$ cat src/rtl/cam_pkg.sv
package cam_pkg;
    typedef enum logic [1:0] {
        VT_VALID = 2'b00,
        VT_EMPTY = 2'b01,
        VT_SKIP  = 2'b10,
        VT_RAM   = 2'b11
    } vtype_e;

    typedef enum logic [1:0] {
        ST_IDLE = 2'b00,
        ST_HIT  = 2'b01,
        ST_MISS = 2'b10
    } res_state_e;
endpackage

$ cat src/rtl/cam_entry_array.sv
module cam_entry_array
    import cam_pkg::*;
#(
    parameter int ENTRIES = 8,
    parameter int WIDTH   = 16,
    localparam int AW     = $clog2(ENTRIES)
) (
    input  logic               clk,
    input  logic               rst_n,
    input  logic               wr_en,
    input  logic [AW-1:0]      wr_addr,
    input  logic [WIDTH-1:0]   wr_data,
    input  logic [1:0]         wr_type,
    input  logic               rd_en,
    input  logic [AW-1:0]      rd_addr,
    input  logic [WIDTH-1:0]   key,
    input  logic [WIDTH-1:0]   mask,
    input  logic [1:0]         want_type,
    output logic [ENTRIES-1:0] match_vec,
    output logic [ENTRIES-1:0] empty_vec,
    output logic [WIDTH-1:0]   rd_data,
    output logic [1:0]         rd_type
);
    logic [WIDTH-1:0] ent_data [ENTRIES];
    vtype_e           ent_type [ENTRIES];

    for (genvar i = 0; i < ENTRIES; i++) begin : g_ent
        logic sel;
        logic [WIDTH-1:0] diff;

        assign sel  = wr_en && (wr_addr == AW'(i));
        assign diff = (ent_data[i] ^ key) & ~mask;

        always_ff @(posedge clk) begin
            if (!rst_n) begin
                ent_data[i] <= '0;
                ent_type[i] <= VT_EMPTY;
            end else if (sel) begin
                ent_data[i] <= wr_data;
                ent_type[i] <= vtype_e'(wr_type);
            end
        end

        assign match_vec[i] = (ent_type[i] == vtype_e'(want_type)) && (diff == '0);
        assign empty_vec[i] = (ent_type[i] == VT_EMPTY);
    end

    always_ff @(posedge clk) begin
        if (!rst_n) begin
            rd_data <= '0;
            rd_type <= VT_EMPTY;
        end else if (rd_en) begin
            rd_data <= ent_data[rd_addr];
            rd_type <= ent_type[rd_addr];
        end
    end
endmodule

$ cat src/rtl/cam_prio_enc.sv
module cam_prio_enc #(
    parameter int N  = 8,
    localparam int IW = $clog2(N)
) (
    input  logic [N-1:0]  vec,
    output logic          any,
    output logic          multi,
    output logic [IW-1:0] idx
);
    always_comb begin
        idx = '0;
        for (int i = N - 1; i >= 0; i--) begin
            if (vec[i]) idx = IW'(i);
        end
    end

    assign any   = |vec;
    assign multi = |(vec & (vec - 1'b1));
endmodule

$ cat src/rtl/cam_result_fsm.sv
module cam_result_fsm
    import cam_pkg::*;
#(
    parameter int AW = 3
) (
    input  logic          clk,
    input  logic          rst_n,
    input  logic          go,
    input  logic          clr,
    input  logic          found,
    input  logic          found_multi,
    input  logic [AW-1:0] found_idx,
    output logic          hit,
    output logic          hit_multi,
    output logic [AW-1:0] hit_addr
);
    res_state_e    state_q, state_d;
    logic          multi_q;
    logic [AW-1:0] addr_q;

    always_ff @(posedge clk) begin
        if (!rst_n) state_q <= ST_IDLE;
        else        state_q <= state_d;
    end

    always_comb begin
        state_d = state_q;
        if (clr)        state_d = ST_IDLE;
        else if (go)    state_d = found ? ST_HIT : ST_MISS;
    end

    always_ff @(posedge clk) begin
        if (!rst_n || clr) begin
            multi_q <= 1'b0;
            addr_q  <= '0;
        end else if (go) begin
            multi_q <= found && found_multi;
            addr_q  <= found ? found_idx : '0;
        end
    end

    always_comb begin
        hit       = 1'b0;
        hit_multi = 1'b0;
        hit_addr  = '0;
        unique case (state_q)
            ST_IDLE: ;
            ST_HIT: begin
                hit       = 1'b1;
                hit_multi = multi_q;
                hit_addr  = addr_q;
            end
            ST_MISS: ;
            default: ;
        endcase
    end
endmodule

$ cat src/rtl/cam_search.sv
module cam_search
    import cam_pkg::*;
#(
    parameter int ENTRIES = 8,
    parameter int WIDTH   = 16,
    localparam int AW     = $clog2(ENTRIES)
) (
    input  logic             clk,
    input  logic             rst_n,
    input  logic             srch_go,
    input  logic             srch_force,
    input  logic [1:0]       srch_type,
    input  logic [WIDTH-1:0] srch_key,
    input  logic [WIDTH-1:0] srch_mask,
    input  logic             ctx_switch,
    input  logic             wr_en,
    input  logic [AW-1:0]    wr_addr,
    input  logic [WIDTH-1:0] wr_data,
    input  logic [1:0]       wr_type,
    input  logic             rd_en,
    input  logic [AW-1:0]    rd_addr,
    output logic [WIDTH-1:0] rd_data,
    output logic [1:0]       rd_status,
    output logic             hit,
    output logic             hit_multi,
    output logic [AW-1:0]    hit_addr,
    output logic [AW-1:0]    free_addr,
    output logic             full
);
    logic [1:0]         want_type;
    logic [ENTRIES-1:0] match_vec, empty_vec;
    logic               m_any, m_multi, e_any, e_multi;
    logic [AW-1:0]      m_idx, e_idx;

    assign want_type = srch_force ? srch_type : VT_VALID;

    cam_entry_array #(.ENTRIES(ENTRIES), .WIDTH(WIDTH)) u_array (
        .clk(clk), .rst_n(rst_n),
        .wr_en(wr_en), .wr_addr(wr_addr), .wr_data(wr_data), .wr_type(wr_type),
        .rd_en(rd_en), .rd_addr(rd_addr),
        .key(srch_key), .mask(srch_mask), .want_type(want_type),
        .match_vec(match_vec), .empty_vec(empty_vec),
        .rd_data(rd_data), .rd_type(rd_status)
    );

    cam_prio_enc #(.N(ENTRIES)) u_match_enc (
        .vec(match_vec), .any(m_any), .multi(m_multi), .idx(m_idx)
    );

    cam_prio_enc #(.N(ENTRIES)) u_free_enc (
        .vec(empty_vec), .any(e_any), .multi(e_multi), .idx(e_idx)
    );

    cam_result_fsm #(.AW(AW)) u_fsm (
        .clk(clk), .rst_n(rst_n), .go(srch_go), .clr(ctx_switch),
        .found(m_any), .found_multi(m_multi), .found_idx(m_idx),
        .hit(hit), .hit_multi(hit_multi), .hit_addr(hit_addr)
    );

    logic unused_e_multi;
    assign unused_e_multi = e_multi;

    assign full      = !e_any;
    assign free_addr = e_any ? e_idx : '0;
endmodule

$ cat config.mk
export PLATFORM = sky130hd
export DESIGN_NAME = cam_search
export DESIGN_NICKNAME = d
export VERILOG_FILES = /design/src/rtl/cam_pkg.sv /design/src/rtl/cam_entry_array.sv /design/src/rtl/cam_prio_enc.sv /design/src/rtl/cam_result_fsm.sv /design/src/rtl/cam_search.sv
export SDC_FILE = /design/constraint.sdc
export NUM_CORES = 1
export LEC_CHECK = 0
export CAP_MARGIN = 30
export CORE_MARGIN = 5
export CORE_UTILIZATION = 48
export CTS_BUF_LIST = sky130_fd_sc_hd__clkbuf_8
export CTS_CLUSTER_DIAMETER = 50
export DETAILED_ROUTE_END_ITERATION = 8
export DONT_BUFFER_PORTS = 1
export GPL_TIMING_DRIVEN = 0
export PLACE_DENSITY_LB_ADDON = 0.3
export SLEW_MARGIN = 0
export SYNTH_ARGS = -nofsm -noshare
export SYNTH_HDL_FRONTEND = slang
export SYNTH_HIERARCHICAL = 1
export SYNTH_SLANG_ARGS = --single-unit
$ cat constraint.sdc
create_clock -name clk -period 6.3 [get_ports clk]
set_input_delay 0.315 -clock clk [delete_from_list [all_inputs] [get_ports clk]]
set_output_delay 0.315 -clock clk [all_outputs]
set_load 0.05 [all_outputs]
## Word level (Yosys, flattened, before mapping)

Memories as Yosys holds them, arrays and structs flattened. A register that Yosys moved wholly into a read port is not among the register bits.
Cells that the tools add are included.

| operators by class | value |
|---|---|
| add/subtract/negate cells | 1 |
| eq/ne operators | 24 |
| mux-type cells | 64 |
| bitwise gates (word level) | 35 |
| reduce and logical (&&, ||, !) cells | 35 |

Operators with widths:

| kind | count |
|---|---|
| 16-bit AND | 8 |
| 16-bit logical NOT | 8 |
| 16-bit 2-to-1 mux | 8 |
| 16-bit bitwise XOR | 8 |
| 3-bit 2-to-1 mux | 19 |
| 1-bit 2-to-1 mux | 27 |
| 8-bit OR reduction | 3 |
| 2-bit 2-to-1 mux | 10 |
| 2-bit by 1-bit == test with 1-bit output (second input constant) | 9 |
| 1-bit logical AND | 17 |
| 2-bit == test | 8 |
| 16-bit NOT | 1 |
| 1-bit bitwise OR | 16 |
| 3-bit == test (second input constant) | 4 |
| 8-bit AND | 1 |
| 8-bit by 1-bit subtractor with 8-bit output (second input constant) | 1 |
| 3-bit by 2-bit == test with 1-bit output (second input constant) | 2 |
| 1-bit logical NOT | 4 |
| 3-bit by 1-bit == test with 1-bit output (second input constant) | 1 |
| 3-bit logical NOT | 1 |
| 2-bit OR reduction | 1 |
| 1-bit logical OR | 1 |
| 1-bit NOT | 1 |

| storage, ports and cells | value |
|---|---|
| flip-flop bits (word level) | 6 |
| RAM bits | 144 |
| input port bits | 65 |
| word-level logic and storage cells | 164 |
| memories | 2 |

Memory list:

| memory | words | bits a word | read ports | clocked after Yosys merged registers in | wr ports | RTL line | text |
|---|---|---|---|---|---|---|---|
| u_array.ent_data | 8 | 16 | 9 | 1 | 8 | cam_entry_array.sv:24 | `logic [WIDTH-1:0] ent_data [ENTRIES];` |
| u_array.ent_type | 8 | 2 | 9 | 1 | 8 | cam_entry_array.sv:25 | `vtype_e ent_type [ENTRIES];` |

## Longest topological paths before layout

| depth | value |
|---|---|
| depth after elaboration | 13 |
| gate-level depth with buffers | 12 |

## Cells and area by module

Netlist, hierarchy kept.

By module, submodules not included:

| module | instances | cells each | area an instance (um2) |
|---|---|---|---|
| cam_entry_array | 1 | 726 | 9285.2 |
| cam_prio_enc | 2 | 22 | 147.6 |
| cam_result_fsm | 1 | 29 | 274.0 |
| cam_search | 1 | 6 | 35.0 |

## Least setup slack after synthesis

No wires, ideal clock.

| timing path | value |
|---|---|
| path type | in2reg |
| start point | input port srch_type[1] |
| end point | register u_fsm.multi_q |
| library setup time | 0.070 ns |
| arrival time | 2.383 ns |
| data required time | 6.230 ns |
| slack | 3.848 ns |
| cell stages on the path | 11 |
| cell sequence | and2_1 > buf_2 > xnor2_1 > o211ai_1 > or3_1 > nor4_2 > o21ai_0 > a21o_1 > o21ai_1 > nand3_1 > a21oi_1 |

| between the ends | value |
|---|---|
| word-level cells in the longest chain between the ends | 7 |
| elaborated cells on any way between the ends | 22 |

RTL lines:

| what | RTL line | text |
|---|---|---|
| start: declaration | cam_search.sv:12 | `input logic [1:0] srch_type,` |
| 2-bit 2-to-1 mux * | cam_search.sv:35 | `assign want_type = srch_force ? srch_type : VT_VALID;` |
| 2-bit == test * | cam_entry_array.sv:44 | `assign match_vec[i] = (ent_type[i] == vtype_e'(want_type)) && (diff == '0);` |
| 1-bit logical AND * | cam_entry_array.sv:44 |  |
| net match_vec[4] | cam_search.sv:31 | `logic [ENTRIES-1:0] match_vec, empty_vec;` |
| 8-bit by 1-bit subtractor with 8-bit output | cam_prio_enc.sv:18 | `assign multi = \|(vec & (vec - 1'b1));` |
| 8-bit AND * | cam_prio_enc.sv:18 |  |
| 8-bit OR reduction * | cam_prio_enc.sv:18 |  |
| net m_multi | cam_search.sv:32 | `logic m_any, m_multi, e_any, e_multi;` |
| 1-bit logical AND * | cam_result_fsm.sv:37 | `multi_q <= found && found_multi;` |
| end signal: assignment | cam_result_fsm.sv:37 |  |
| end: declaration | cam_result_fsm.sv:18 | `logic multi_q;` |

The timed path passes the listed nets; every way through them passes the cells marked *.
A chain may end at the register's enable or synchronous reset.

==> results.txt <==
The launch point of the worst hold path is wr_type[0]. The die covers 23400 sq um. The sort of element at the end of the critical path is a flip-flop. The total of fill cells in the finished design is 1750. The number of nets in the synthesized netlist is 863. Setup repair after global routing left no endpoint under its margin. The final layout net count came out at 893. The worst setup path is launched from a flip-flop. The final HPWL from detailed placement is 21.8 mm. The run finished with clean final reports. The worst voltage drop across the vdd grid is 0.106 mV. The routed length per instance came out at 26.1 microns. The global-route wire length before repair is 42.2 mm. The power per unit of standard cell area came out at 233 nW/um^2. Cells with a size suffix above 1 make up 16.6% of the layout. The number of levels in the clock H-tree came out at 4. The transition time at the pin with the least slew margin came out at 885 ps. The hold path endpoint is u_array/ent_type[0][0].

The TritonCTS buffer count came out at 17. Once the floorplan was initialized, standard cells occupied 48.7% of the core. The total of max-cap violations came out at 0.

The worst register-to-register path begins at u_array/ent_data[4][11]. The buffer cell driving the clock tree root is sky130_fd_sc_hd__clkbuf_8. The worst max-slew margin expressed relative to the limit is 41.0%. The core area is 20200 sq um. After technology mapping, the gate count stands at 798. The CTS tree is yes. The largest clock skew in the final design is 8.40 ps.

The clock insertion delay at the later pin of the skew report came out at 450 ps. The final count of pins violating max slew is 0. The required arrival time at the worst endpoint came out at 6690 ps. The Yosys step of the flow raised 6 warnings. In the final timing run, aggregate negative setup slack is 0 ps.

The length in cells of the worst reg-to-reg path came out at 9. The worst hold slack is 30.1 ps. The leakage power is 3.51 nW. The first-pass iteration count of the detailed router is 5. The path class of the tightest hold or removal check is in2reg. In this run the cell area measured after placement is 10300 sq um. The critical path arrival is 3430 ps. The count of port buffers added during placement is 0.

The number of instances on the worst hold path came out at 1. The antenna cell count came out at 0. The average size of a mapped cell is 12.3 sq um. The clock net sink count came out at 168. The aggregate global routing overflow is 0. The setup-violating endpoint count in the final report is 0.

The synthesized area came out at 9820 sq um. The critical path is of the reg2reg type. Row generation in the floorplan step produced 52 rows. In the routed layout, each cell is associated on average with a via count of 5.91.

The final hold violation count is 0. The endpoint identified for the worst register-to-register timing path is u_fsm/multi_q. The floorplan die height is 153 microns. The clock input transition at the sequential cells of the worst setup and hold paths came out at 90 ps. The worst reg-to-reg setup slack is 3260 ps. The I/O pin count is 92. The largest buffer count on any clock path is 2. Derived from the worst setup path, the maximum achievable clock frequency is 329 MHz. The synthesis-to-layout area growth is 8.94%. The maximum number of pins on one net before global-route repair is 17. In the routed design, unresolved DRC markers number 0.

The initial antenna violation count is 1. At the end of routability-driven placement, the weighted congestion stood at 0.968. The total number of vias is 6553. The part of the cycle the worst path needs came out at 48.3%.

The count of antenna-violating nets left after detailed routing is 0. Buffers added to address setup during post-CTS repair amount to 0. The global-route usage over all layers is 24.5%.

Along the worst path, the maximum fanout reaches 8. The number of global-route vias before repair is 6542. Counting I/O delays and the setup requirement, the final critical path takes 3040 ps. The number of design-rule violations left by the first detailed-router iteration came out at 729. For this block, the routed nets add up to 28.9 mm of wire.

The chip width came out at 153 microns. The final instance area is 10700 sq um.
-- routing by layer --
layer / wire length, microns / track usage (%)
met4: 895 / 9.38
met3: 2540 / 5.77
met5: 11 / 0
met1: 11400 / 31.1
met2: 14000 / 41.0
-- critical path: stages, from the launching register on --
cell                       delay [ps]
sky130_fd_sc_hd__edfxtp_1         410
sky130_fd_sc_hd__xnor2_1          410
sky130_fd_sc_hd__o22ai_1          130
sky130_fd_sc_hd__or4_1            540
sky130_fd_sc_hd__nor4_2           630
sky130_fd_sc_hd__maj3_1           280
sky130_fd_sc_hd__nor3_1            50
sky130_fd_sc_hd__o21ai_1          270
sky130_fd_sc_hd__nand3_1          110
sky130_fd_sc_hd__a21oi_1          140
-- worst max path at each step --
stage                                       start                      end  slack [ps]  cells after the start
after floorplan                      srch_type[1]            u_fsm/multi_q        3850                     11
final                     u_array/ent_data[4][11]            u_fsm/multi_q        3260                      9
after CTS                 u_array/ent_data[4][11]            u_fsm/multi_q        3340                      9
after global placement                 wr_addr[2]  u_array/ent_data[0][10]        2240                      2
after detailed placement             srch_key[11]            u_fsm/multi_q        3360                     10
after global routing      u_array/ent_data[4][11]            u_fsm/multi_q        3170                      9
-- power breakdown --
group / switching, mW / internal (mW)
Clock: 0.380 / 0.298
Sequential: 0.0889 / 1.28
Combinational: 0.247 / 0.193
-- registers in the layout (all words and copies together) (netlist names) --
name              count
u_array/ent_data    128
u_array/ent_type     16
u_array/rd_data      16
u_fsm/addr_q          3
u_array/rd_type       2
u_fsm/state_q         2
u_fsm/multi_q         1
-- layout make-up --
type                            count  area (sq um)  share of cell area [%]
Inverter                            5          18.8                   0.175
Timing Repair Buffer               11           163                    1.52
Tap cell                          270           338                    3.16
Buffer                             60           373                    3.48
Clock inverter                     12          93.8                   0.877
Sequential cell                   168          4800                    44.9
Multi-Input combinational cell    565          4670                    43.7
Clock buffer                       17           234                    2.19
-- cell usage in the layout, fill, tap and decap left out, types with 17 or more instances in the layout --
| cell type | n |
|---|---|
| sky130_fd_sc_hd__edfxtp_1 | 144 |
| sky130_fd_sc_hd__mux2i_1 | 19 |
| sky130_fd_sc_hd__o21ai_0 | 18 |
| sky130_fd_sc_hd__clkbuf_8 | 17 |
| sky130_fd_sc_hd__dfxtp_1 | 24 |
| sky130_fd_sc_hd__a21oi_1 | 27 |
| sky130_fd_sc_hd__and2_1 | 145 |
| sky130_fd_sc_hd__mux4_2 | 29 |
| sky130_fd_sc_hd__xnor2_1 | 143 |
| sky130_fd_sc_hd__o22ai_1 | 56 |
-- repair_timing --
item,in CTS,in global routing
hold buffers,2,1
gates resized for setup,0,0
hold endpoints to repair,3,1
-- per-stage QoR --
step	utilization (%)	cells	power, mW	worst slack (ps)
finish	53.0	1108	2.49	3260
global route	53.0	1108	2.57	3170
CTS	53.0	1107	2.50	3340
detailed placement	51.3	1076	1.83	3360
global placement	50.4	1068	1.81	2240
floorplan	-	798	1.68	3850
(Power assumes the default switching activity.)
